==> src/rtl/prio_pick_pkg.sv <==
package prio_pick_pkg;
  localparam int unsigned PRIO_W = 4;
  typedef logic [PRIO_W-1:0] prio_t;
endpackage

==> src/rtl/prio_pick_qualify.sv <==
module prio_pick_qualify #(
  parameter int unsigned NUM_SRC = 32,
  localparam int unsigned ID_W   = $clog2(NUM_SRC)
) (
  input  logic [NUM_SRC-1:0] pend_i,
  input  logic [NUM_SRC-1:0] claim_i,
  input  logic [ID_W:0]      src_limit_i,
  output logic [NUM_SRC-1:0] cand_o
);
  for (genvar k = 0; k < NUM_SRC; k++) begin : g_src
    if (k == 0) begin : g_none
      // ID 0 is reserved; its pending bit is dropped
      assign cand_o[k] = 1'b0;
    end else begin : g_real
      assign cand_o[k] = pend_i[k] & ~claim_i[k] & ((ID_W+1)'(k) < src_limit_i);
    end
  end
endmodule

==> src/rtl/prio_pick_merge.sv <==
module prio_pick_merge
  import prio_pick_pkg::*;
#(
  parameter int unsigned ID_W = 5
) (
  input  logic            lo_v_i,
  input  prio_t           lo_p_i,
  input  logic [ID_W-1:0] lo_id_i,
  input  logic            hi_v_i,
  input  prio_t           hi_p_i,
  input  logic [ID_W-1:0] hi_id_i,
  output logic            v_o,
  output prio_t           p_o,
  output logic [ID_W-1:0] id_o
);
  logic take_hi;
  // upper half holds larger IDs: it wins only on strictly higher priority
  assign take_hi = hi_v_i & (~lo_v_i | (hi_p_i > lo_p_i));
  assign v_o  = lo_v_i | hi_v_i;
  assign p_o  = take_hi ? hi_p_i  : lo_p_i;
  assign id_o = take_hi ? hi_id_i : lo_id_i;
endmodule

==> src/rtl/prio_pick_tree.sv <==
module prio_pick_tree
  import prio_pick_pkg::*;
#(
  parameter int unsigned NUM_SRC = 32,
  localparam int unsigned ID_W   = $clog2(NUM_SRC),
  localparam int unsigned LEAVES = 1 << ID_W
) (
  input  logic [NUM_SRC-1:0]        cand_i,
  input  logic [PRIO_W*NUM_SRC-1:0] prio_i,
  output logic                      v_o,
  output logic [ID_W-1:0]           id_o
);
  logic            node_v  [1:2*LEAVES-1];
  prio_t           node_p  [1:2*LEAVES-1];
  logic [ID_W-1:0] node_id [1:2*LEAVES-1];

  for (genvar k = 0; k < LEAVES; k++) begin : g_leaf
    if (k < NUM_SRC) begin : g_used
      assign node_v[LEAVES+k]  = cand_i[k];
      assign node_p[LEAVES+k]  = prio_i[PRIO_W*k +: PRIO_W];
    end else begin : g_pad
      assign node_v[LEAVES+k]  = 1'b0;
      assign node_p[LEAVES+k]  = '0;
    end
    assign node_id[LEAVES+k] = ID_W'(k);
  end

  for (genvar n = 1; n < LEAVES; n++) begin : g_node
    prio_pick_merge #(.ID_W(ID_W)) i_merge (
      .lo_v_i (node_v[2*n]),
      .lo_p_i (node_p[2*n]),
      .lo_id_i(node_id[2*n]),
      .hi_v_i (node_v[2*n+1]),
      .hi_p_i (node_p[2*n+1]),
      .hi_id_i(node_id[2*n+1]),
      .v_o    (node_v[n]),
      .p_o    (node_p[n]),
      .id_o   (node_id[n])
    );
  end

  assign v_o  = node_v[1];
  assign id_o = node_v[1] ? node_id[1] : '0;
endmodule

==> src/rtl/prio_pick_sel.sv <==
module prio_pick_sel
  import prio_pick_pkg::*;
#(
  parameter int unsigned NUM_SRC = 32,
  localparam int unsigned ID_W   = $clog2(NUM_SRC)
) (
  input  logic                      clk_i,
  input  logic                      rst_ni,
  input  logic [NUM_SRC-1:0]        pend_i,
  input  logic [NUM_SRC-1:0]        claim_i,
  input  logic [PRIO_W*NUM_SRC-1:0] prio_i,
  input  logic [ID_W:0]             src_limit_i,
  output logic [ID_W-1:0]           win_id_o,
  output logic                      win_valid_o,
  output logic                      irq_o
);
  logic [NUM_SRC-1:0] cand;
  logic               tree_v;
  logic [ID_W-1:0]    tree_id;

  prio_pick_qualify #(.NUM_SRC(NUM_SRC)) i_qualify (
    .pend_i     (pend_i),
    .claim_i    (claim_i),
    .src_limit_i(src_limit_i),
    .cand_o     (cand)
  );

  prio_pick_tree #(.NUM_SRC(NUM_SRC)) i_tree (
    .cand_i(cand),
    .prio_i(prio_i),
    .v_o   (tree_v),
    .id_o  (tree_id)
  );

  always_ff @(posedge clk_i or negedge rst_ni) begin
    if (!rst_ni) begin
      win_id_o    <= '0;
      win_valid_o <= 1'b0;
      irq_o       <= 1'b0;
    end else begin
      win_id_o    <= tree_id;
      win_valid_o <= tree_v;
      irq_o       <= tree_v;
    end
  end
endmodule

==> config.mk <==
export PLATFORM = sky130hd
export DESIGN_NAME = prio_pick_sel
export DESIGN_NICKNAME = d
export VERILOG_FILES = /design/src/rtl/prio_pick_pkg.sv /design/src/rtl/prio_pick_qualify.sv /design/src/rtl/prio_pick_merge.sv /design/src/rtl/prio_pick_tree.sv /design/src/rtl/prio_pick_sel.sv
export SDC_FILE = /design/constraint.sdc
export NUM_CORES = 1
export LEC_CHECK = 0
export BUFFER_PORTS_ARGS = -buffer_cell sky130_fd_sc_hd__clkbuf_2
export CORE_MARGIN = 5
export CORE_UTILIZATION = 40
export CTS_BUF_LIST = sky130_fd_sc_hd__clkbuf_16
export CTS_CLUSTER_DIAMETER = 100
export CTS_CLUSTER_SIZE = 12
export DETAILED_ROUTE_END_ITERATION = 8
export GPL_ROUTABILITY_DRIVEN = 0
export GPL_TIMING_DRIVEN = 0
export HOLD_SLACK_MARGIN = 0.15
export PLACE_DENSITY = 0.66
export SYNTH_ARGS = -nofsm -noshare
export SYNTH_HDL_FRONTEND = slang
export SYNTH_SLANG_ARGS = --single-unit
==> constraint.sdc <==
create_clock -name clk_i -period 0.8 [get_ports clk_i]
set_input_delay 0.04 -clock clk_i [delete_from_list [all_inputs] [get_ports clk_i]]
set_output_delay 0.04 -clock clk_i [all_outputs]
set_load 0.005 [all_outputs]
# After elaboration in Yosys (flattened, before gate mapping)
# Cells that the tools add are included.
[classes]
n_bitwise = 213
n_mux = 62
eq_ne = 0
shift = 0
n_reduce_logical = 0
multipliers = 0
div = 0
magnitude_cmp = 61
n_addsub = 0
[ops]
columns = ["cell", "n"]
rows = [
  ["$mux 4", 32],
  ["$gt 4x4->1", 30],
  ["$lt 5x6->1 const A", 16],
  ["$and 1x1->1", 92],
  ["$not 1->1", 61],
  ["$or 1x1->1", 60],
  ["$lt 4x6->1 const A", 8],
  ["$lt 3x6->1 const A", 4],
  ["$mux 1", 16],
  ["$mux 2", 8],
  ["$lt 2x6->1 const A", 2],
  ["$mux 3", 4],
  ["$mux 5", 2],
  ["$lt 1x6->1 const A", 1],
]
[word_totals]
rom_bits = 0
wordCells = 338
output_inout_bits = 7
regBits = 6
ramBits = 0
in_bits = 200
mem_count = 0
latchBits = 0

# Longest topological paths before layout
# Gate-level depths: netlist (run 1).
[depth]
ltp_word = 24
depth_mapped = 52
depth_no_buf = 50

# Hierarchy
# From an unflattened synthesis (run 1), not the netlist that was laid out.
[unflattened]
cells_unflattened = 902
area_unflattened_um2 = 8600.7
[by_module_without_submodules]
columns = ["module", "area_per_inst_um2", "seq_area_each_um2", "instances", "cells_per_inst"]
rows = [
  ["prio_pick_merge", 251.5, 0.0, 31, 26],
  ["prio_pick_qualify", 608.1, 0.0, 1, 82],
  ["prio_pick_sel", 157.7, 150.1, 1, 7],
  ["prio_pick_tree", 38.8, 0.0, 1, 7],
]

# Least setup slack after synthesis (run 1)
# No wires, ideal clock.
[synth_path]
kind = "input -> register"
start = "in prio_i[73]"
end = "reg win_id_o[1]"
setup_ps = 94
arrival_ps = 7653
path_stages = 44
slack_ps = -6947
t_required_ps = 706
n_path_buf = 0
path_cell_list = "inv_1 -> ha_1 -> a2111oi_0 -> o31ai_1 -> nand2_2 -> mux2_2 -> ha_1 -> nor2b_1 -> a2bb2oi_1 -> and4_1 -> o21a_1 -> a311oi_2 -> a21oi_2 -> a21oi_1 -> inv_1 -> ha_1 -> nor2b_1 -> o21ai_0 -> [8 not listed] -> nand2b_1 -> a21oi_1 -> a41oi_1 -> a21oi_1 -> nor2_1 -> clkinv_1 -> nor2_1 -> a21oi_1 -> ha_1 -> nor2b_1 -> o21ai_0 -> nand2b_1 -> a21oi_1 -> a41o_1 -> a21oi_2 -> a211oi_1 -> a221o_1 -> a221oi_2"
[synth_between]
elab_chain_cells = 21
word_cells_on_any_way = 24
classes_between = "order compare (5); mux (9); bitwise (10)"
[synth_rtl]
columns = ["element", "line_no", "rtl"]
rows = [
  ["start: declaration", "prio_pick_sel.sv:11", "input logic [PRIO_W*NUM_SRC-1:0] prio_i,"],
  ["$gt 4x4->1", "prio_pick_merge.sv:18", "assign take_hi = hi_v_i & (~lo_v_i | (hi_p_i > lo_p_i));"],
  ["$or 1x1->1", "prio_pick_merge.sv:18", ""],
  ["$and 1x1->1", "prio_pick_merge.sv:18", ""],
  ["$mux 4 *", "prio_pick_merge.sv:20", "assign p_o = take_hi ? hi_p_i : lo_p_i;"],
  ["$gt 4x4->1", "prio_pick_merge.sv:18", ""],
  ["$or 1x1->1", "prio_pick_merge.sv:18", ""],
  ["$and 1x1->1", "prio_pick_merge.sv:18", ""],
  ["$mux 4", "prio_pick_merge.sv:20", ""],
  ["[6 not listed]", "n/a", ""],
  ["$and 1x1->1", "prio_pick_merge.sv:18", ""],
  ["$mux 4", "prio_pick_merge.sv:20", ""],
  ["$gt 4x4->1", "prio_pick_merge.sv:18", ""],
  ["$or 1x1->1", "prio_pick_merge.sv:18", ""],
  ["$and 1x1->1", "prio_pick_merge.sv:18", ""],
  ["$mux 5 *", "prio_pick_merge.sv:21", "assign id_o = take_hi ? hi_id_i : lo_id_i;"],
  ["$mux 5 *", "prio_pick_tree.sv:43", "assign id_o = node_v[1] ? node_id[1] : '0;"],
  ["via i_tree.id_o[1]", "prio_pick_tree.sv:11", "output logic [ID_W-1:0] id_o"],
  ["end signal: assignment", "prio_pick_sel.sv:41", "win_id_o <= tree_id;"],
  ["end: declaration", "prio_pick_sel.sv:13", "output logic [ID_W-1:0] win_id_o,"],
]
# Mark *: on every way through the listed nets, which the timed path passes. The rest lies on a longest branch.

# Worst setup path after layout (run 1)
[layout_path]
start = "in prio_i[74]"
end = "reg win_id_o[1]"
# The elaborated chain is that of the path after synthesis.

==> flow_summary_export.csv, run 1 <==
group,metric,value,unit
yosys,synth.most_common_cell,"ha_1",
yosys,synth_ff_type,"dfrtp_1",
clock_network,cts-root-buf,"clkbuf_16",
setup_path,cp.required,930,ps
yosys,synthCells,820,
finish,syn_to_final_growth,43.6,%
yosys,synth_edf_count,0,
clock_network,h-tree-depth,1,
power_and_ir_drop,p_leak,4.49,nW
detailed_routing,routedWlPerCell,15.5,um
power_and_ir_drop,total_power,12.2,mW
clock_network,clk_pin_slew_worst_paths,30,ps
clock_network,cts.sinks,6,
global_route,grt_max_degree,11,
outcome,violations,"negative setup slack",
placed_design,io_buffers,203,
detailed_routing,drt-total-wl,19.9,mm
setup_path,endpoint_kind,"flip-flop",
outcome,outcome,"finished, violations left",
yosys,synth_area_leaders,"ha_1 (24%), mux2i_1 (12%), inv_1 (6.8%), a21oi_1 (6.1%), nand2_1 (3.6%)",
yosys,yosys.area.top_type_share,0.236,
sta,post-route-min-period,7490,ps
yosys,ys_seq_area_frac,0.0248,
finish,nNetsFinal,1416,
global_route,grt_pass1_vias,6674,
sta,grt_setup_unrepaired,"true",
placed_design,dp_hpwl,16.6,mm
floorplanning,design.die.area,0.0177,mm^2
clock_network,cts_tree,"yes",
detailed_routing,dr.first_iter.drc_count,295,
power_and_ir_drop,power_density,1400,mW/mm^2
yosys,avgSynthCellArea,7.38,um^2
setup_path,critPathLaunchType,"primary input",
yosys,yosys_warnings,0,
sta,timing.final.ws_setup,-6690,ps
detailed_routing,num_vias,7033,
clock_network,cts_buffer_depth,2,
floorplanning,coreArea,0.0150,mm^2
sta,fin_tns_setup,-33810,ps
setup_path,slowest_delay,340,ps
setup_path,crit_type,"primary input to flip-flop",
global_route,grt_pass1_wl,30.7,mm
run,maxCapViolCount,0,
detailed_routing,drt-pass1-iter-count,4,
detailed_routing,drc,0,
placed_design,placedCellCount,1211,
power_and_ir_drop,peakVddDrop,1.00,mV
floorplanning,initial_core_util,0.403,
finish,n_antenna_cell,0,
sta,whs,183,ps
clock_network,numCtsBuffers,3,
detailed_routing,antenna_left,0,
worst_hold_path,hold_path.class,"primary input to async pin",
floorplanning,rows,45,
floorplanning,die_w,133,um
sta,finalSetupViolCount,6,
global_route,antenna_found_initial,0,
detailed_routing,viasPerCell,5.46,
sta,drv_slew,0,
yosys,ys_types,92,
sta,fmax,133,MHz
yosys,synth_top_cells_by_count,"ha_1 (114), inv_1 (109), a21oi_1 (74)",
finish,drive_above_1_share,0.402,
sta,period_share,9.37,
sta,tightest_slew,581,ps
sta,max_slew_margin,0.612,
floorplanning,dieHeight,133,um
yosys,synth_top_area_cell,"ha_1",
global_route,grtUsageTotal,0.205,
setup_path,worstPathArrival,7620,ps
global_route,grt_overflow,0,
sta,hold_viol,0,
setup_path,slowest_stage,"ha_1",
yosys,syn_area,0.00605,mm^2
yosys,synth-seq-cells,6,
finish,multi_input_area,0.00603,mm^2
yosys,syn_nets,1134,
finish,instances_no_fill,1288,
setup_path,startpoint,"prio_i[74]",
yosys,async_reset_ff_frac,1.00,
setup_path,cp_max_fo,5,
floorplanning,io_pins,207,
finish,num-fill-cells,1397,
finish,seqCellArea,150,um^2
[per-stage QoR]
step,utilization,instance area (um^2),setup slack [ps]
3_5_place_dp,0.502,7540,-7590
5_1_grt,0.578,8690,-7010
6_report,0.578,8690,-6690
3_3_place_gp,0.502,7540,-7640
2_1_floorplan,-,6290,-6240
4_1_cts,0.546,8210,-6420
[registers in the layout, indices dropped and copies added, names as in the netlist]
| name | count |
|---|---|
| win_id_o | 5 |
| irq_o | 1 |
[routing by layer]
layer | share of wire | track usage
met5 | 0 | 0
met4 | 0.019 | 0.0381
met3 | 0.061 | 0.0278
met2 | 0.48 | 0.363
met1 | 0.44 | 0.267
[placed cells by master, fill, tap and decap left out, drive strengths merged, types with 4 or more instances in the layout]
master,instances
nand3b,4
nand2b,27
inv,109
mux2,19
a21oi,77
nand3,10
buf,88
nand2,60
nand4,12
a21o,8
o21a,15
a31oi,6
a41o,4
a211oi,8
dfrtp,6
and2,7
ha,114
o211ai,12
o31ai,4
nor3,10
nor3b,6
o21ai,43
nor2,59
a21boi,6
and4,8
clkbuf,207
nor2b,33
mux2i,73
[where the power goes]
part	internal [mW]	switching [mW]
sequential	0.460	0.0540
combinational	5.56	5.35
clock	0.640	0.152
total	6.66	5.55
[path summary, 6_finish.rpt]
check,end,slack (ps),cells after the start
min,win_id_o[3]$_DFF_PN0_,180,2
min in group clk_i,irq_o$_DFF_PN0_,600,7
max in group asynchronous,irq_o$_DFF_PN0_,460,2
max,win_id_o[1]$_DFF_PN0_,-6690,46
[cells by family after synthesis]
kind of cell	Yosys count	share of synthesized area
simple gates	252	0.226
compound gates	228	0.268
buf+inv	126	0.0839
fa+ha+maj	114	0.236
mux	92	0.158
flops	6	0.0248
xor+xnor	2	0.00413
[area by class of cell]
cell class                      count  share of cell area
Timing Repair Buffer              279               0.188
Multi-Input combinational cell    688               0.693
Inverter                          110              0.0479
Sequential cell                     6              0.0173
Buffer                             14              0.0178
Clock buffer                        3             0.00864
Tap cell                          188              0.0271
[worst max-delay path: cells and delay by family]
family                   cells  cell delay [ps]
AO/OA/AOI/OAI               19             3100
AND/OR/NAND/NOR             14             1660
adder cells (fa/ha/maj)      5             1390
multiplexers                 3              810
buffers and inverters        5              590
[what timing repair did]
item,in CTS,in global routing
hold buffers,1,0
resized for setup,56,64
buffers inserted,43,33
pin swaps,43,52
hold endpoints to repair,6,0
setup endpoints to repair,7,6
Power figures use the tool's default switching activity.
==> run 2: changes to the inputs <==
GPL_TIMING_DRIVEN = 1   (was 0)
==> flow_summary_export.csv, run 2 (synthesized netlist as in run 1, its figures left out) <==
group,metric,value,unit
setup_path,endpoint_kind,"flip-flop",
clock_network,numCtsBuffers,3,
placed_design,placedCellCount,1518,
setup_path,critPathLaunchType,"primary input",
sta,tightest_slew,484,ps
sta,timing.final.ws_setup,-6830,ps
power_and_ir_drop,power_density,1350,mW/mm^2
floorplanning,initial_core_util,0.403,
floorplanning,io_pins,207,
sta,max_slew_margin,0.668,
finish,drive_above_1_share,0.526,
finish,num-fill-cells,1144,
finish,syn_to_final_growth,76.4,%
clock_network,clk_pin_slew_worst_paths,30,ps
finish,utilization,0.710,
finish,layout_commonest_cell,"buf_4",
finish,final_cell_mix,"buf_4 (352), clkbuf_2 (199), inv_1 (102), ha_1 (102), mux2i_1 (62)",
global_route,grt_pass1_vias,7939,
setup_path,cp.required,930,ps
detailed_routing,num_vias,8222,
finish,seqCellArea,150,um^2
finish,finalInstanceArea,0.0107,mm^2
detailed_routing,antenna_left,0,
floorplanning,die_w,133,um
floorplanning,dieHeight,133,um
global_route,grtUsageTotal,0.231,
detailed_routing,routedWlPerCell,15.4,um
outcome,violations,"negative setup slack",
finish,nNetsFinal,1686,
placed_design,dp_hpwl,18.9,mm
clock_network,cts_tree,"yes",
clock_network,cts-root-buf,"clkbuf_16",
setup_path,crit_type,"primary input to flip-flop",
finish,instances_no_fill,1558,
sta,grt_setup_unrepaired,"true",
finish,largest_reg_flops,5,
setup_path,cp_common_cell,"a21oi_2",
detailed_routing,drt-total-wl,24.0,mm
placed_design,io_buffers,204,
global_route,antenna_found_initial,2,
finish,largest_register,"win_id_o",
power_and_ir_drop,total_power,14.4,mW
outcome,outcome,"finished, violations left",
finish,largestRegisters,"win_id_o (5), irq_o (1)",
clock_network,h-tree-depth,1,
run,maxCapViolCount,0,
power_and_ir_drop,p_leak,5.78,nW
placed_design,placed_area,0.00986,mm^2
detailed_routing,dr.first_iter.drc_count,350,
global_route,grt_overflow,0,
finish,multi_input_area,0.00602,mm^2
global_route,grt_pass1_wl,35.1,mm
detailed_routing,viasPerCell,5.28,
power_and_ir_drop,peakVddDrop,1.10,mV
sta,post-route-min-period,7630,ps
setup_path,slowest_delay,400,ps
sta,fmax,131,MHz
global_route,grt_max_degree,10,
finish,n_antenna_cell,0,
sta,fin_tns_setup,-34740,ps
floorplanning,coreArea,0.0150,mm^2
setup_path,cp_max_fo,4,
setup_path,slowest_stage,"a2111oi_4",
floorplanning,rows,45,
floorplanning,design.die.area,0.0177,mm^2
sta,drv_slew,0,
setup_path,worstPathArrival,7760,ps
sta,period_share,9.53,
clock_network,cts_buffer_depth,2,
detailed_routing,drt-pass1-iter-count,5,
detailed_routing,drc,0,
worst_hold_path,hold_path.class,"primary input to async pin",
sta,hold_viol,0,
clock_network,cts.sinks,6,
sta,finalSetupViolCount,6,
==> run 2: cell types whose count changed in the layout (fill, tap and decap cells not counted), moves of 4 or more <==
cell / previous run / this run
a21oi_1: 60 / 54
a21oi_2: 15 / 20
buf_4: 73 / 352
mux2i_1: 55 / 62
mux2i_2: 17 / 10
o21ai_0: 21 / 17
==> run 2: where the power goes <==
group / switching (mW) / internal, mW / total (mW)
sequential: 0.0593 / 0.459 / 0.519
clock: 0.168 / 0.641 / 0.809
combinational: 6.09 / 6.97 / 13.1
==> run 2: cell type report <==
| class | instances | share of cell area |
|---|---|---|
| flip-flops and latches | 6 | 0.0141 |
| clock buffers | 3 | 0.00703 |
| multi-input cells | 688 | 0.564 |
| inverters | 110 | 0.0393 |
| well taps | 188 | 0.0220 |
| repair buffers | 563 | 0.354 |
==> run 2: routing by layer <==
layer	vias up	GRT usage	wire, um
met1	3778	0.289	9970
met3	74	0.0308	1330
met5	-	0	29
met2	280	0.425	11800
li1	4086	-	-
met4	4	0.0404	830
==> run 2: through the flow <==
stage	hold WS (ps)	setup slack, ps
detailed placement	-121	-6610
global route	201	-7170
finish	187	-6830
floorplan	-256	-6240
global placement	-124	-6480
CTS	173	-6260
==> run 2: final timing paths <==
| path | slack, ps | endpoint | cells after the start | startpoint |
|---|---|---|---|---|
| max in group asynchronous | 450 | win_id_o[3]$_DFF_PN0_ | 2 | rst_ni |
| min in group clk_i | 690 | win_id_o[1]$_DFF_PN0_ | 7 | claim_i[23] |
| min | 190 | win_id_o[4]$_DFF_PN0_ | 2 | rst_ni |
| max | -6830 | win_id_o[1]$_DFF_PN0_ | 46 | prio_i[76] |
==> run 2: worst max-delay path, delay by kind of cell <==
kind | cells | cell delay (ps)
AO/OA/AOI/OAI | 19 | 3160
adder cells (fa/ha/maj) | 5 | 1330
buffers and inverters | 8 | 890
multiplexers | 3 | 860
AND/OR/NAND/NOR | 11 | 1500
==> run 2: what timing repair did <==
action | CTS | global route
hold buffers | 1 | 0
endpoints found under the hold margin | 6 | 0
buffers inserted | 23 | 13
pin swaps | 42 | 55
resized for setup | 37 | 82
setup endpoints to repair | 6 | 6
==> run 3: changes to the inputs <==
BUFFER_PORTS_ARGS = -buffer_cell sky130_fd_sc_hd__buf_4   (was -buffer_cell sky130_fd_sc_hd__clkbuf_2)
PLACE_DENSITY = default   (was 0.66)
PLACE_DENSITY_LB_ADDON = 0.15   (was default)
SLEW_MARGIN = 5   (was default)
==> flow_summary_export.csv, run 3 (synthesized netlist as in run 1, its figures left out) <==
group,metric,value,unit
outcome,outcome,"finished, violations left",
setup_path,cp.required,900,ps
finish,largestRegisters,"win_id_o (5), irq_o (1)",
floorplanning,coreArea,0.0150,mm^2
power_and_ir_drop,power_frac_comb,0.905,
global_route,antenna_found_initial,0,
setup_path,worstPathArrival,7460,ps
setup_path,cp_common_cell,"buf_4",
sta,timing.final.ws_setup,-6560,ps
floorplanning,die_w,133,um
detailed_routing,viasPerCell,5.14,
global_route,grt_pass1_wl,35.3,mm
clock_network,h-tree-depth,1,
worst_hold_path,hold_path.class,"primary input to async pin",
clock_network,numCtsBuffers,3,
power_and_ir_drop,p_leak,5.74,nW
floorplanning,design.die.area,0.0177,mm^2
outcome,violations,"negative setup slack",
finish,finalInstanceArea,0.0108,mm^2
setup_path,critPathLaunchType,"primary input",
global_route,grt_overflow,0,
detailed_routing,drt-pass1-iter-count,5,
run,maxCapViolCount,0,
power_and_ir_drop,peakVddDrop,0.983,mV
placed_design,dp_hpwl,18.6,mm
setup_path,endpoint_kind,"flip-flop",
finish,largest_register,"win_id_o",
sta,drv_slew,0,
floorplanning,initial_core_util,0.403,
sta,finalSetupViolCount,6,
global_route,grt_max_degree,13,
finish,nNetsFinal,1654,
clock_network,cts_tree,"yes",
power_and_ir_drop,p_switching,5.67,mW
floorplanning,dieHeight,133,um
finish,num-fill-cells,1233,
finish,drive_above_1_share,0.491,
floorplanning,io_pins,207,
global_route,grt_pass1_vias,7914,
detailed_routing,drc,0,
sta,post-route-min-period,7360,ps
detailed_routing,dr.first_iter.drc_count,337,
sta,hold_viol,0,
power_and_ir_drop,clkPwrFrac,0.059,
finish,layout_commonest_cell,"buf_4",
detailed_routing,routedWlPerCell,14.3,um
sta,grt_setup_unrepaired,"true",
finish,syn_to_final_growth,78.6,%
sta,whs,168,ps
setup_path,slowest_delay,350,ps
finish,n_antenna_cell,0,
clock_network,clk_pin_slew_worst_paths,40,ps
finish,largest_reg_flops,5,
placed_design,dp_slack,-6700,ps
detailed_routing,antenna_left,0,
floorplanning,rows,45,
finish,utilization,0.719,
finish,final_cell_mix,"buf_4 (511), ha_1 (103), inv_1 (101)",
setup_path,cp_max_fo,4,
sta,fmax,136,MHz
power_and_ir_drop,p_sw_frac,0.410,
clock_network,cts.sinks,6,
sta,period_share,9.20,
sta,tightest_slew,519,ps
placed_design,io_buffers,204,
power_and_ir_drop,power_frac_seq,0.036,
power_and_ir_drop,p_int,8.15,mW
power_and_ir_drop,power_density,1280,mW/mm^2
setup_path,crit_type,"primary input to flip-flop",
detailed_routing,drt-total-wl,21.7,mm
placed_design,placed_area,0.0101,mm^2
clock_network,cts_buffer_depth,2,
setup_path,slowest_stage,"o31ai_2",
detailed_routing,num_vias,7847,
clock_network,cts-root-buf,"clkbuf_16",
global_route,grtUsageTotal,0.233,
sta,max_slew_margin,0.652,
## run 3: cell count changes in the layout (fill, tap and decap cells not counted), moves of 3 or more
| cell | change |
|---|---|
| mux2i_1 | +6 |
| buf_4 | +159 |
| a21oi_1 | +8 |
| buf_6 | +9 |
| o21ai_1 | -4 |
| a21oi_2 | -8 |
| nor2_2 | -4 |
| nor2b_1 | +3 |
| nor2_1 | +5 |
| clkbuf_2 | -199 |
| o21ai_0 | +6 |
| mux2i_2 | -7 |
## run 3: cell type report
cell class | count | area (um^2) | area share
Multi-Input combinational cell | 688 | 5860 | 0.542
Timing Repair Buffer | 531 | 4070 | 0.377
Inverter | 110 | 424 | 0.0392
Tap cell | 188 | 235 | 0.0218
Sequential cell | 6 | 150 | 0.0139
Clock buffer | 3 | 75.1 | 0.00694
## run 3: path summary, 6_finish.rpt
path	startpoint	to	slack [ps]	cells past startpoint
max	prio_i[75]	win_id_o[1]$_DFF_PN0_	-6560	51
min	rst_ni	irq_o$_DFF_PN0_	170	2
max in group asynchronous	rst_ni	win_id_o[4]$_DFF_PN0_	510	2
min in group clk_i	pend_i[5]	win_id_o[1]$_DFF_PN0_	670	8
## run 3: critical path, delay by kind of cell
kind | cells | cell delay [ps]
muxes | 1 | 330
AOI/OAI and AO/OA | 12 | 2170
adders and majority gates | 3 | 680
buffers and inverters | 28 | 3430
and+or+nand+nor | 7 | 760
## run 3: metrics by stage
step	total power, mW	std cells	TNS [ps]
4_1_cts	12.9	1520	-31730
3_3_place_gp	10.8	1478	-32740
3_5_place_dp	11.0	1478	-34290
2_1_floorplan	6.34	820	-30780
6_report	13.8	1526	-32830
5_1_grt	15.0	1526	-34890
## run 3: what timing repair did
item                       in CTS  in global routing
hold buffers                    1                  0
hold endpoints to repair        6                  0
buffers inserted               38                  6
setup endpoints to repair       6                  8
pin swaps                      41                 26
gates resized for setup        49                 33
## run 3: power groups by stage
stage | Clock [mW] | Combinational (mW) | Sequential (mW)
2_1_floorplan | 0 | 5.83 | 0.511
3_3_place_gp | 0 | 10.3 | 0.507
3_5_place_dp | 0 | 10.5 | 0.505
4_1_cts | 0.829 | 11.5 | 0.501
5_1_grt | 0.844 | 13.7 | 0.519
6_report | 0.811 | 12.5 | 0.503
## run 3: routing by layer
| metal | global-route usage | part of all wire | vias to the layer above |
|---|---|---|---|
| li1 | - | - | 4022 |
| met2 | 0.426 | 0.49 | 231 |
| met4 | 0.0439 | 0.017 | 0 |
| met3 | 0.0293 | 0.057 | 32 |
| met1 | 0.292 | 0.44 | 3562 |
| met5 | 0 | 0 | - |
